**src/rtl/burst_seq_pkg.sv**
```systemverilog
package burst_seq_pkg;
  localparam int LEN_CODE_W = 3;

  typedef enum logic [LEN_CODE_W-1:0] {
    LEN_1    = 3'b000,
    LEN_2    = 3'b001,
    LEN_4    = 3'b010,
    LEN_8    = 3'b011,
    LEN_PAGE = 3'b111
  } len_code_e;
endpackage

```
**src/rtl/bseq_mode_dec.sv**
```systemverilog
module bseq_mode_dec
  import burst_seq_pkg::*;
#(
  parameter int COL_W    = 9,
  parameter int MAX_LOG2 = 3
) (
  input  logic [LEN_CODE_W-1:0] len_code,
  input  logic                  itl,
  output logic                  legal,
  output logic                  page,
  output logic [COL_W-1:0]      mask
);
  logic fixed_len;

  assign fixed_len = (len_code <= LEN_CODE_W'(MAX_LOG2));
  assign page      = (len_code == LEN_PAGE);
  assign legal     = fixed_len || (page && !itl);

  // Offset mask: bit i is set when the block spans more than 2^i columns.
  for (genvar i = 0; i < COL_W; i++) begin : g_mask
    if (i < MAX_LOG2) begin : g_low
      assign mask[i] = fixed_len && (LEN_CODE_W'(i) < len_code);
    end else begin : g_high
      assign mask[i] = 1'b0;
    end
  end
endmodule

```
**src/rtl/bseq_beat_ctl.sv**
```systemverilog
module bseq_beat_ctl #(
  parameter int BEAT_W = 3
) (
  input  logic              clk,
  input  logic              rst,
  input  logic              load,
  input  logic              adv,
  input  logic [BEAT_W-1:0] span,
  output logic [BEAT_W-1:0] beat_nxt,
  output logic              final_nxt
);
  logic [BEAT_W-1:0] beat_q;

  assign beat_nxt  = beat_q + 1'b1;
  assign final_nxt = (beat_nxt == span);

  always_ff @(posedge clk) begin
    if (rst) begin
      beat_q <= '0;
    end else if (load) begin
      beat_q <= '0;
    end else if (adv) begin
      beat_q <= beat_nxt;
    end
  end
endmodule

```
**src/rtl/bseq_addr_gen.sv**
```systemverilog
module bseq_addr_gen #(
  parameter int COL_W  = 9,
  parameter int BEAT_W = 3
) (
  input  logic [COL_W-1:0]  start_col,
  input  logic [COL_W-1:0]  cur_col,
  input  logic [COL_W-1:0]  mask,
  input  logic [BEAT_W-1:0] beat,
  input  logic              itl,
  input  logic              page,
  output logic [COL_W-1:0]  nxt_col
);
  localparam int PAD_W = COL_W - BEAT_W;

  logic [COL_W-1:0] beat_ext;
  logic [COL_W-1:0] upper;
  logic [COL_W-1:0] seq_off;
  logic [COL_W-1:0] xor_off;

  assign beat_ext = {{PAD_W{1'b0}}, beat};
  assign upper    = start_col & ~mask;
  assign seq_off  = (start_col + beat_ext) & mask;
  assign xor_off  = (start_col ^ beat_ext) & mask;

  always_comb begin
    if (page) begin
      nxt_col = cur_col + 1'b1;
    end else if (itl) begin
      nxt_col = upper | xor_off;
    end else begin
      nxt_col = upper | seq_off;
    end
  end
endmodule

```
**src/rtl/burst_col_seq.sv**
```systemverilog
module burst_col_seq
  import burst_seq_pkg::*;
#(
  parameter int COL_W    = 9,
  parameter int MAX_LOG2 = 3
) (
  input  logic                  clk,
  input  logic                  rst,
  input  logic                  start_i,
  input  logic [COL_W-1:0]      start_col_i,
  input  logic [LEN_CODE_W-1:0] len_code_i,
  input  logic                  itl_i,
  input  logic                  term_i,
  output logic [COL_W-1:0]      col_o,
  output logic                  valid_o,
  output logic                  last_o,
  output logic                  err_o
);
  localparam int BEAT_W = MAX_LOG2;

  logic             dec_legal, dec_page;
  logic [COL_W-1:0] dec_mask;

  logic             valid_q, last_q, err_q;
  logic [COL_W-1:0] col_q, start_q, mask_q;
  logic             itl_q, page_q;
  logic [BEAT_W-1:0] span_q;

  logic [BEAT_W-1:0] beat_nxt;
  logic              final_nxt;
  logic [COL_W-1:0]  nxt_col;
  logic              stop, adv, load;

  bseq_mode_dec #(.COL_W(COL_W), .MAX_LOG2(MAX_LOG2)) dec_i (
    .len_code (len_code_i),
    .itl      (itl_i),
    .legal    (dec_legal),
    .page     (dec_page),
    .mask     (dec_mask)
  );

  assign stop = last_q || term_i;
  assign load = start_i;
  assign adv  = !start_i && valid_q && !stop;

  bseq_beat_ctl #(.BEAT_W(BEAT_W)) beat_i (
    .clk       (clk),
    .rst       (rst),
    .load      (load),
    .adv       (adv),
    .span      (span_q),
    .beat_nxt  (beat_nxt),
    .final_nxt (final_nxt)
  );

  bseq_addr_gen #(.COL_W(COL_W), .BEAT_W(BEAT_W)) addr_i (
    .start_col (start_q),
    .cur_col   (col_q),
    .mask      (mask_q),
    .beat      (beat_nxt),
    .itl       (itl_q),
    .page      (page_q),
    .nxt_col   (nxt_col)
  );

  always_ff @(posedge clk) begin
    if (rst) begin
      valid_q <= 1'b0;
      last_q  <= 1'b0;
      err_q   <= 1'b0;
      col_q   <= '0;
      start_q <= '0;
      mask_q  <= '0;
      itl_q   <= 1'b0;
      page_q  <= 1'b0;
      span_q  <= '0;
    end else if (start_i) begin
      err_q   <= !dec_legal;
      valid_q <= dec_legal;
      last_q  <= dec_legal && !dec_page && (dec_mask == '0);
      col_q   <= start_col_i;
      start_q <= start_col_i;
      mask_q  <= dec_mask;
      itl_q   <= itl_i;
      page_q  <= dec_page;
      span_q  <= dec_mask[BEAT_W-1:0];
    end else begin
      err_q <= 1'b0;
      if (valid_q) begin
        if (stop) begin
          valid_q <= 1'b0;
          last_q  <= 1'b0;
        end else begin
          col_q  <= nxt_col;
          last_q <= !page_q && final_nxt;
        end
      end
    end
  end

  assign col_o   = col_q;
  assign valid_o = valid_q;
  assign last_o  = valid_q && (last_q || term_i);
  assign err_o   = err_q;
endmodule

```
**config.mk**
```make
export PLATFORM = sky130hd
export DESIGN_NAME = burst_col_seq
export DESIGN_NICKNAME = d
export VERILOG_FILES = /design/src/rtl/burst_seq_pkg.sv /design/src/rtl/bseq_mode_dec.sv /design/src/rtl/bseq_beat_ctl.sv /design/src/rtl/bseq_addr_gen.sv /design/src/rtl/burst_col_seq.sv
export SDC_FILE = /design/constraint.sdc
export NUM_CORES = 1
export LEC_CHECK = 0
export ABC_CLOCK_PERIOD_IN_PS = 3000
export BUFFER_PORTS_ARGS = -buffer_cell sky130_fd_sc_hd__buf_4
export CORE_MARGIN = 1.5
export CORE_UTILIZATION = 50
export DETAILED_ROUTE_END_ITERATION = 8
export GPL_TIMING_DRIVEN = 0
export PLACE_DENSITY = 0.75
export SETUP_SLACK_MARGIN = 0.3
export SYNTH_ARGS = -nofsm -noshare
export SYNTH_HDL_FRONTEND = slang
export SYNTH_SLANG_ARGS = --single-unit
```
**constraint.sdc**
```tcl
create_clock -name clk -period 3 [get_ports clk]
set_clock_uncertainty 0.1 [all_clocks]
set_input_delay 0.75 -clock clk [delete_from_list [all_inputs] [get_ports clk]]
set_output_delay 0.75 -clock clk [all_outputs]
set_load 0.03 [all_outputs]
```
==> reports/qor.yml, run 1 <==
setup_path:
  worst-path-stages: 7
  r2r_end: "col_o[1]$_SDFFE_PP0P_"
  end_kind: "flip-flop"
  worstSetupPathType: "flip-flop to flip-flop"
  setup.worst_path.end: "col_o[1]$_SDFFE_PP0P_"
  cp_num_buf_inv: 1
  cp_max_fo: 4
  crit_start: "beat_i.beat_q[0]$_SDFFE_PP0P_"
  path_delay_family: "adder cells"
  path_cells: "ha_1, inv_1, fa_1, or2_2, a311oi_1, o221ai_1, a21oi_1"
  ff2ff_path_depth: 7
  r2r_start: "beat_i.beat_q[0]$_SDFFE_PP0P_"
  slowest_stage: "fa_1"
  crit_path_start_kind: "flip-flop"
  r2r_slack_ns: 0.70
  slowest_delay_ns: 0.43
  required_ns: 3.16
  worst_ep_arrival_time_ns: 2.46
grt:
  grt_pass1_vias: 1440
  antenna_found_initial: 0
  grt_max_degree: 11
  grt_remaining_overflow: 0
  grt_pass1_wl_um: 6334
  track_usage: 0.2514
finish:
  drive_above_1_share: 0.1918
  final_area_mm2: 0.001848
  fin_cells: 250
  syn_to_final_growth_pct: 22.07
  fillers: 241
  finalNetCount: 240
  utilization: 0.6588
  antenna_cells: 0
yosys:
  async_flop_share: 0
  synth_top_area_frac: 0.3835
  yosysSeqAreaShare: 0.3835
  synth_flop_cell: "dfxtp_1"
  synthTopCellsByArea: "dfxtp_1 (38%), nand2_1 (5.0%), nor2_1 (4.7%)"
  yosysUniqueCellTypes: 42
  synth_edf_count: 0
  synthesis.nets: 205
  synth_area_mm2: 0.001514
  synth_top_area_cell: "dfxtp_1"
  syn_area_per_cell_um2: 8.273
  ys_ff_latch: 29
  synthCells: 183
  ys_warn_count: 0
job:
  maxCapViolations: 0
routing:
  vias: 1484
  drc_errors: 0
  final_antenna_net_count: 0
  wl_per_cell_um: 15.11
  routed_wl_um: 3777
  vias_per_cell: 5.936
  dr.pass1.iters: 6
  drtIter0Drc: 92
die:
  die_w_um: 58.03
  initial_core_util: 0.5397
  core_mm2: 0.002805
  rows: 19
  die_area_mm2: 0.003367
  pin_count: 29
  dieHeight_um: 58.03
cts:
  cts_max_level: 2
  clock_sinks: 29
  max-clock-path-buffers: 2
  post_cts_buffers: 0
  cts_tree: "done"
  postCtsResizedCells: 0
  cts-root-buf: "clkbuf_4"
  cts_hold_buf: 0
  clkLatencyLatePin_ns: 0.33
  cts_inserted_buffers: 5
  clk_pin_slew_ns: 0.10
sta:
  max_freq_mhz: 435.0
  hold_viol_final: 0
  final-setup-viol-count: 0
  relSlewSlack: 0.5832
  fin_crit_sh: 0.7663
  grt_setup_unrepaired: "false"
  final.setup.tns_ns: 0
  drv_slew: 0
  period_needed_ns: 2.299
  tightestPinTransition_ns: 0.6253
power:
  power_mw: 0.9122
  p_leak_nw: 0.7246
  ir_worst_vdd_uv: 290.6
  p_per_area_mw_per_mm2: 493.6
outcome:
  status: "finished, final reports clean"
placed_design:
  place_congestion: 0.8535
  dp_cells: 242
  portBuffers: 28
  detailed_place.area_mm2: 0.001763
  dpl.hpwl_um: 2773
min_path:
  min_path_type: "flip-flop to flip-flop"
## worst register-to-register path: stages (launching register included)
cell	delay [ns]
dfxtp_1	0.37
ha_1	0.38
inv_1	0.08
fa_1	0.43
or2_2	0.27
a311oi_1	0.27
o221ai_1	0.15
a21oi_1	0.17
## stage by stage
stage               setup slack (ns)  hold WS (ns)
global route                  0.4976        0.4054
global placement              0.7465        0.3515
detailed placement            0.7189        0.3623
CTS                           0.6836        0.3758
floorplan                     0.8725        0.3414
finish                        0.7011        0.3757
## worst min-delay path by stage
stage	cells past startpoint	endpoint	start	slack [ns]
finish	2	start_q[5]$_SDFFE_PP0P_	start_q[5]$_SDFFE_PP0P_	0.38
global placement	2	start_q[5]$_SDFFE_PP0P_	start_q[5]$_SDFFE_PP0P_	0.35
floorplan	2	start_q[5]$_SDFFE_PP0P_	start_q[5]$_SDFFE_PP0P_	0.34
global route	2	start_q[7]$_SDFFE_PP0P_	start_q[7]$_SDFFE_PP0P_	0.41
CTS	2	start_q[5]$_SDFFE_PP0P_	start_q[5]$_SDFFE_PP0P_	0.38
detailed placement	2	start_q[5]$_SDFFE_PP0P_	start_q[5]$_SDFFE_PP0P_	0.36
## cells in the final DEF, fill, tap and decap left out, types with 3 or more instances in the layout
cell type	instances
xor2_1	4
nor2_1	19
xnor2_1	4
clkbuf_4	5
buf_4	28
clkbuf_1	9
nand4_1	3
inv_1	10
mux2i_1	7
nand3_1	5
dfxtp_1	29
a21oi_1	11
o21ai_0	7
nand2_1	20
o211ai_1	3
nor3_1	8
a221oi_1	8
ha_1	4
nand2b_1	3
## state kept, by name, indices dropped and copies added (netlist names)
| signal | flops |
|---|---|
| mask_q | 3 |
| itl_q | 1 |
| page_q | 1 |
| last_q | 1 |
| start_q | 9 |
| err_o | 1 |
| valid_o | 1 |
| col_o | 9 |
| beat_i.beat_q | 3 |
## kinds of logic after synthesis
kind of cell               synth area share
buffers and inverters               0.05124
AOI/OAI and AO/OA                    0.1934
muxes                               0.05372
xor gates and xnor gates            0.04628
adders and majority gates           0.04628
and+or+nand+nor                      0.2256
DFF                                  0.3835
## synth_stat cells (2+ instances only)
| cell | count |
|---|---|
| dfxtp_1 | 29 |
| nand2_1 | 20 |
| nor2_1 | 19 |
| a21oi_1 | 11 |
| inv_1 | 10 |
| a221oi_1 | 8 |
| clkbuf_1 | 8 |
| nor3_1 | 8 |
| mux2i_1 | 7 |
| o21ai_0 | 7 |
| nand3_1 | 5 |
| ha_1 | 4 |
| xnor2_1 | 4 |
| xor2_1 | 4 |
| nand2b_1 | 3 |
| nand4_1 | 3 |
| o211ai_1 | 3 |
| and2_1 | 2 |
| buf_2 | 2 |
| o22ai_1 | 2 |
| o31ai_1 | 2 |
| or3_1 | 2 |
## layout make-up
| class | instances | area [um2] | share of cell area |
|---|---|---|---|
| clock buffer | 7 | 55.05 | 0.02979 |
| sequential | 29 | 580.6 | 0.3142 |
| buffer | 10 | 40.04 | 0.02167 |
| inverter | 10 | 37.54 | 0.02031 |
| clock inverter | 1 | 30.03 | 0.01625 |
| timing repair buffer | 28 | 210.2 | 0.1137 |
| tap | 31 | 38.79 | 0.02099 |
| multi-input combinational | 134 | 855.8 | 0.4631 |
## metal layers
metal | global-route usage | up-vias | part of all wire
li1 | - | 726 | -
met3 | 0.07143 | 7 | 0.061
met2 | 0.3961 | 55 | 0.50
met5 | 0 | - | 0
met4 | 0.1296 | 0 | 0.017
met1 | 0.3132 | 696 | 0.43
## report_power, final
part	switching, mW	leakage, nW	internal, mW
Sequential	0.0230	0.239	0.405
Clock	0.142	0.0455	0.199
Combinational	0.0801	0.440	0.0628
Note: power is estimated with default switching activity, not from simulation.
==> run 2, diff against run 1 <==
--- a/config.mk
+++ b/config.mk
@@ -5,13 +5,13 @@
 export SDC_FILE = /design/constraint.sdc
 export NUM_CORES = 1
 export LEC_CHECK = 0
-export ABC_CLOCK_PERIOD_IN_PS = 3000
+export ABC_CLOCK_PERIOD_IN_PS = 2000
 export BUFFER_PORTS_ARGS = -buffer_cell sky130_fd_sc_hd__buf_4
 export CORE_MARGIN = 1.5
-export CORE_UTILIZATION = 50
+export CORE_UTILIZATION = 49
 export DETAILED_ROUTE_END_ITERATION = 8
 export GPL_TIMING_DRIVEN = 0
-export PLACE_DENSITY = 0.75
+export PLACE_DENSITY = 0.77
 export SETUP_SLACK_MARGIN = 0.3
 export SYNTH_ARGS = -nofsm -noshare
 export SYNTH_HDL_FRONTEND = slang
==> constraint.sdc (replaced) <==
create_clock -name clk -period 2 [get_ports clk]
set_clock_uncertainty 0.1 [all_clocks]
set_input_delay 0.5 -clock clk [delete_from_list [all_inputs] [get_ports clk]]
set_output_delay 0.5 -clock clk [all_outputs]
set_load 0.03 [all_outputs]
==> run 2 against run 1 <==
The flow now finishes with violations (setup timing). Flip-flop and latch count stayed put. Largest power group unchanged. Utilization increased by 1.3 points. Largest cell class unchanged. Final cell count up 1.6%. Critical endpoint unchanged.
==> reports/qor.yml, run 2 (synthesis gave the netlist of run 1 again) <==
sta:
  final-setup-viol-count: 1
  tightestPinTransition_ns: 0.5203
  fin_crit_sh: 1.014
  max_freq_mhz: 493.3
  finalWorstSetupSlack_ns: -0.02737
  grt_setup_unrepaired: "true"
  period_needed_ns: 2.027
  hold_viol_final: 0
  hold_ws_ns: 0.3130
  drv_slew: 0
  relSlewSlack: 0.6531
cts:
  cts-root-buf: "clkbuf_4"
  cts_max_level: 2
  cts_tree: "done"
  cts_hold_buf: 0
  cts_inserted_buffers: 5
  clkLatencyLatePin_ns: 0.34
  clock_sinks: 29
  clk_pin_slew_ns: 0.09
  max-clock-path-buffers: 2
routing:
  vias_per_cell: 6.106
  final_antenna_net_count: 0
  dr.pass1.iters: 4
  drtIter0Drc: 105
  wl_per_cell_um: 16.35
  routed_wl_um: 4153
  drc_errors: 0
  vias: 1551
setup_path:
  required_ns: 2.17
  cp_max_fo: 3
  end_kind: "flip-flop"
  worstSetupPathType: "flip-flop to flip-flop"
  crit_path_start_kind: "flip-flop"
  worst_ep_arrival_time_ns: 2.20
finish:
  syn_to_final_growth_pct: 26.61
  layout_commonest_cell: "buf_4"
  finalNetCount: 245
  fillers: 220
  drive_above_1_share: 0.2870
  antenna_cells: 0
  final_cell_mix: "buf_4 (33), dfxtp_1 (24), nand2_1 (20)"
power:
  p_switching_mw: 0.3702
  p_int_mw: 0.8409
  clockPowerShare: 0.278
  seq_power_share: 0.531
  p_leak_nw: 0.7467
  switching_share: 0.3057
  ir_worst_vdd_uv: 437.0
  pwr-share-comb: 0.190
  p_per_area_mw_per_mm2: 631.8
job:
  maxCapViolations: 0
die:
  die_area_mm2: 0.003432
  pin_count: 29
  initial_core_util: 0.5307
  rows: 19
  core_mm2: 0.002853
  die_w_um: 58.59
  dieHeight_um: 58.59
placed_design:
  place_congestion: 0.8892
  pre_cts_ws_ns: -0.07800
  dpl.hpwl_um: 2851
  portBuffers: 28
min_path:
  min_path_type: "primary input to flip-flop"
grt:
  grt_remaining_overflow: 0
  antenna_found_initial: 0
  grt_max_degree: 11
  grt_pass1_wl_um: 6679
  grt_pass1_vias: 1517
  track_usage: 0.2589
outcome:
  violations: "setup timing"
  status: "finished with violations"
-- run 2: metal layers --
layer,GRT usage,routed length (um),vias up
met5,0,0,-
met4,0.1591,83,0
met3,0.07253,281,11
li1,-,-,734
met2,0.4222,2043,78
met1,0.3003,1744,728
-- run 2: critical path, cell delays in order, from the launching register on --
cell	delay [ns]
dfxtp_4	0.38
ha_4	0.25
inv_2	0.05
fa_2	0.41
or2_4	0.23
a311oi_2	0.24
o221ai_1	0.15
a21oi_1	0.16
-- run 2: power by group through the flow --
stage | Sequential (mW) | Clock (mW) | Combinational [mW]
final | 0.643 | 0.337 | 0.231
after global routing | 0.648 | 0.358 | 0.251
after CTS | 0.641 | 0.337 | 0.224
after detailed placement | 0.654 | 0 | 0.219
after global placement | 0.652 | 0 | 0.214
after floorplan | 0.675 | 0 | 0.110
-- run 2: repair_timing --
| action | 4_1_cts | 5_1_grt |
|---|---|---|
| setup endpoints to repair | 8 | 16 |
| pin swaps | 5 | 5 |
| setup buffers | 2 | 3 |
| resized for setup | 4 | 12 |
-- run 2: cell type report --
cell class,instances,area (um2),share of cell area
multi-input combinational,134,902.1,0.4706
sequential,29,589.3,0.3074
timing repair buffer,33,247.7,0.1292
buffer,10,55.05,0.02872
clock buffer,6,41.29,0.02154
tap,31,38.79,0.02023
inverter,10,37.54,0.01958
clock inverter,1,5.005,0.002611
-- run 2: worst paths after layout --
check	to	start	depth (start not counted)	slack (ns)
worst min register to register	start_q[7]$_SDFFE_PP0P_	start_q[7]$_SDFFE_PP0P_	2	0.38
worst max-delay path	col_o[1]$_SDFFE_PP0P_	beat_i.beat_q[0]$_SDFFE_PP0P_	7	-0.03
worst max register to register	col_o[1]$_SDFFE_PP0P_	beat_i.beat_q[0]$_SDFFE_PP0P_	7	-0.03
worst min-delay path	start_q[0]$_SDFFE_PP0P_	start_col_i[0]	3	0.31
-- run 2: through the flow --
| stage | std cells | utilization | setup TNS, ns | power (mW) | cell area (um2) |
|---|---|---|---|---|---|
| after floorplan | 183 | - | 0 | 0.7854 | 1545 |
| after global routing | 254 | 0.6719 | -0.1410 | 1.257 | 1917 |
| after CTS | 251 | 0.6553 | -0.007668 | 1.201 | 1869 |
| after global placement | 242 | 0.6289 | -0.1516 | 0.8656 | 1794 |
| after detailed placement | 242 | 0.6289 | -0.4875 | 0.8731 | 1794 |
| final | 254 | 0.6719 | -0.02737 | 1.211 | 1917 |
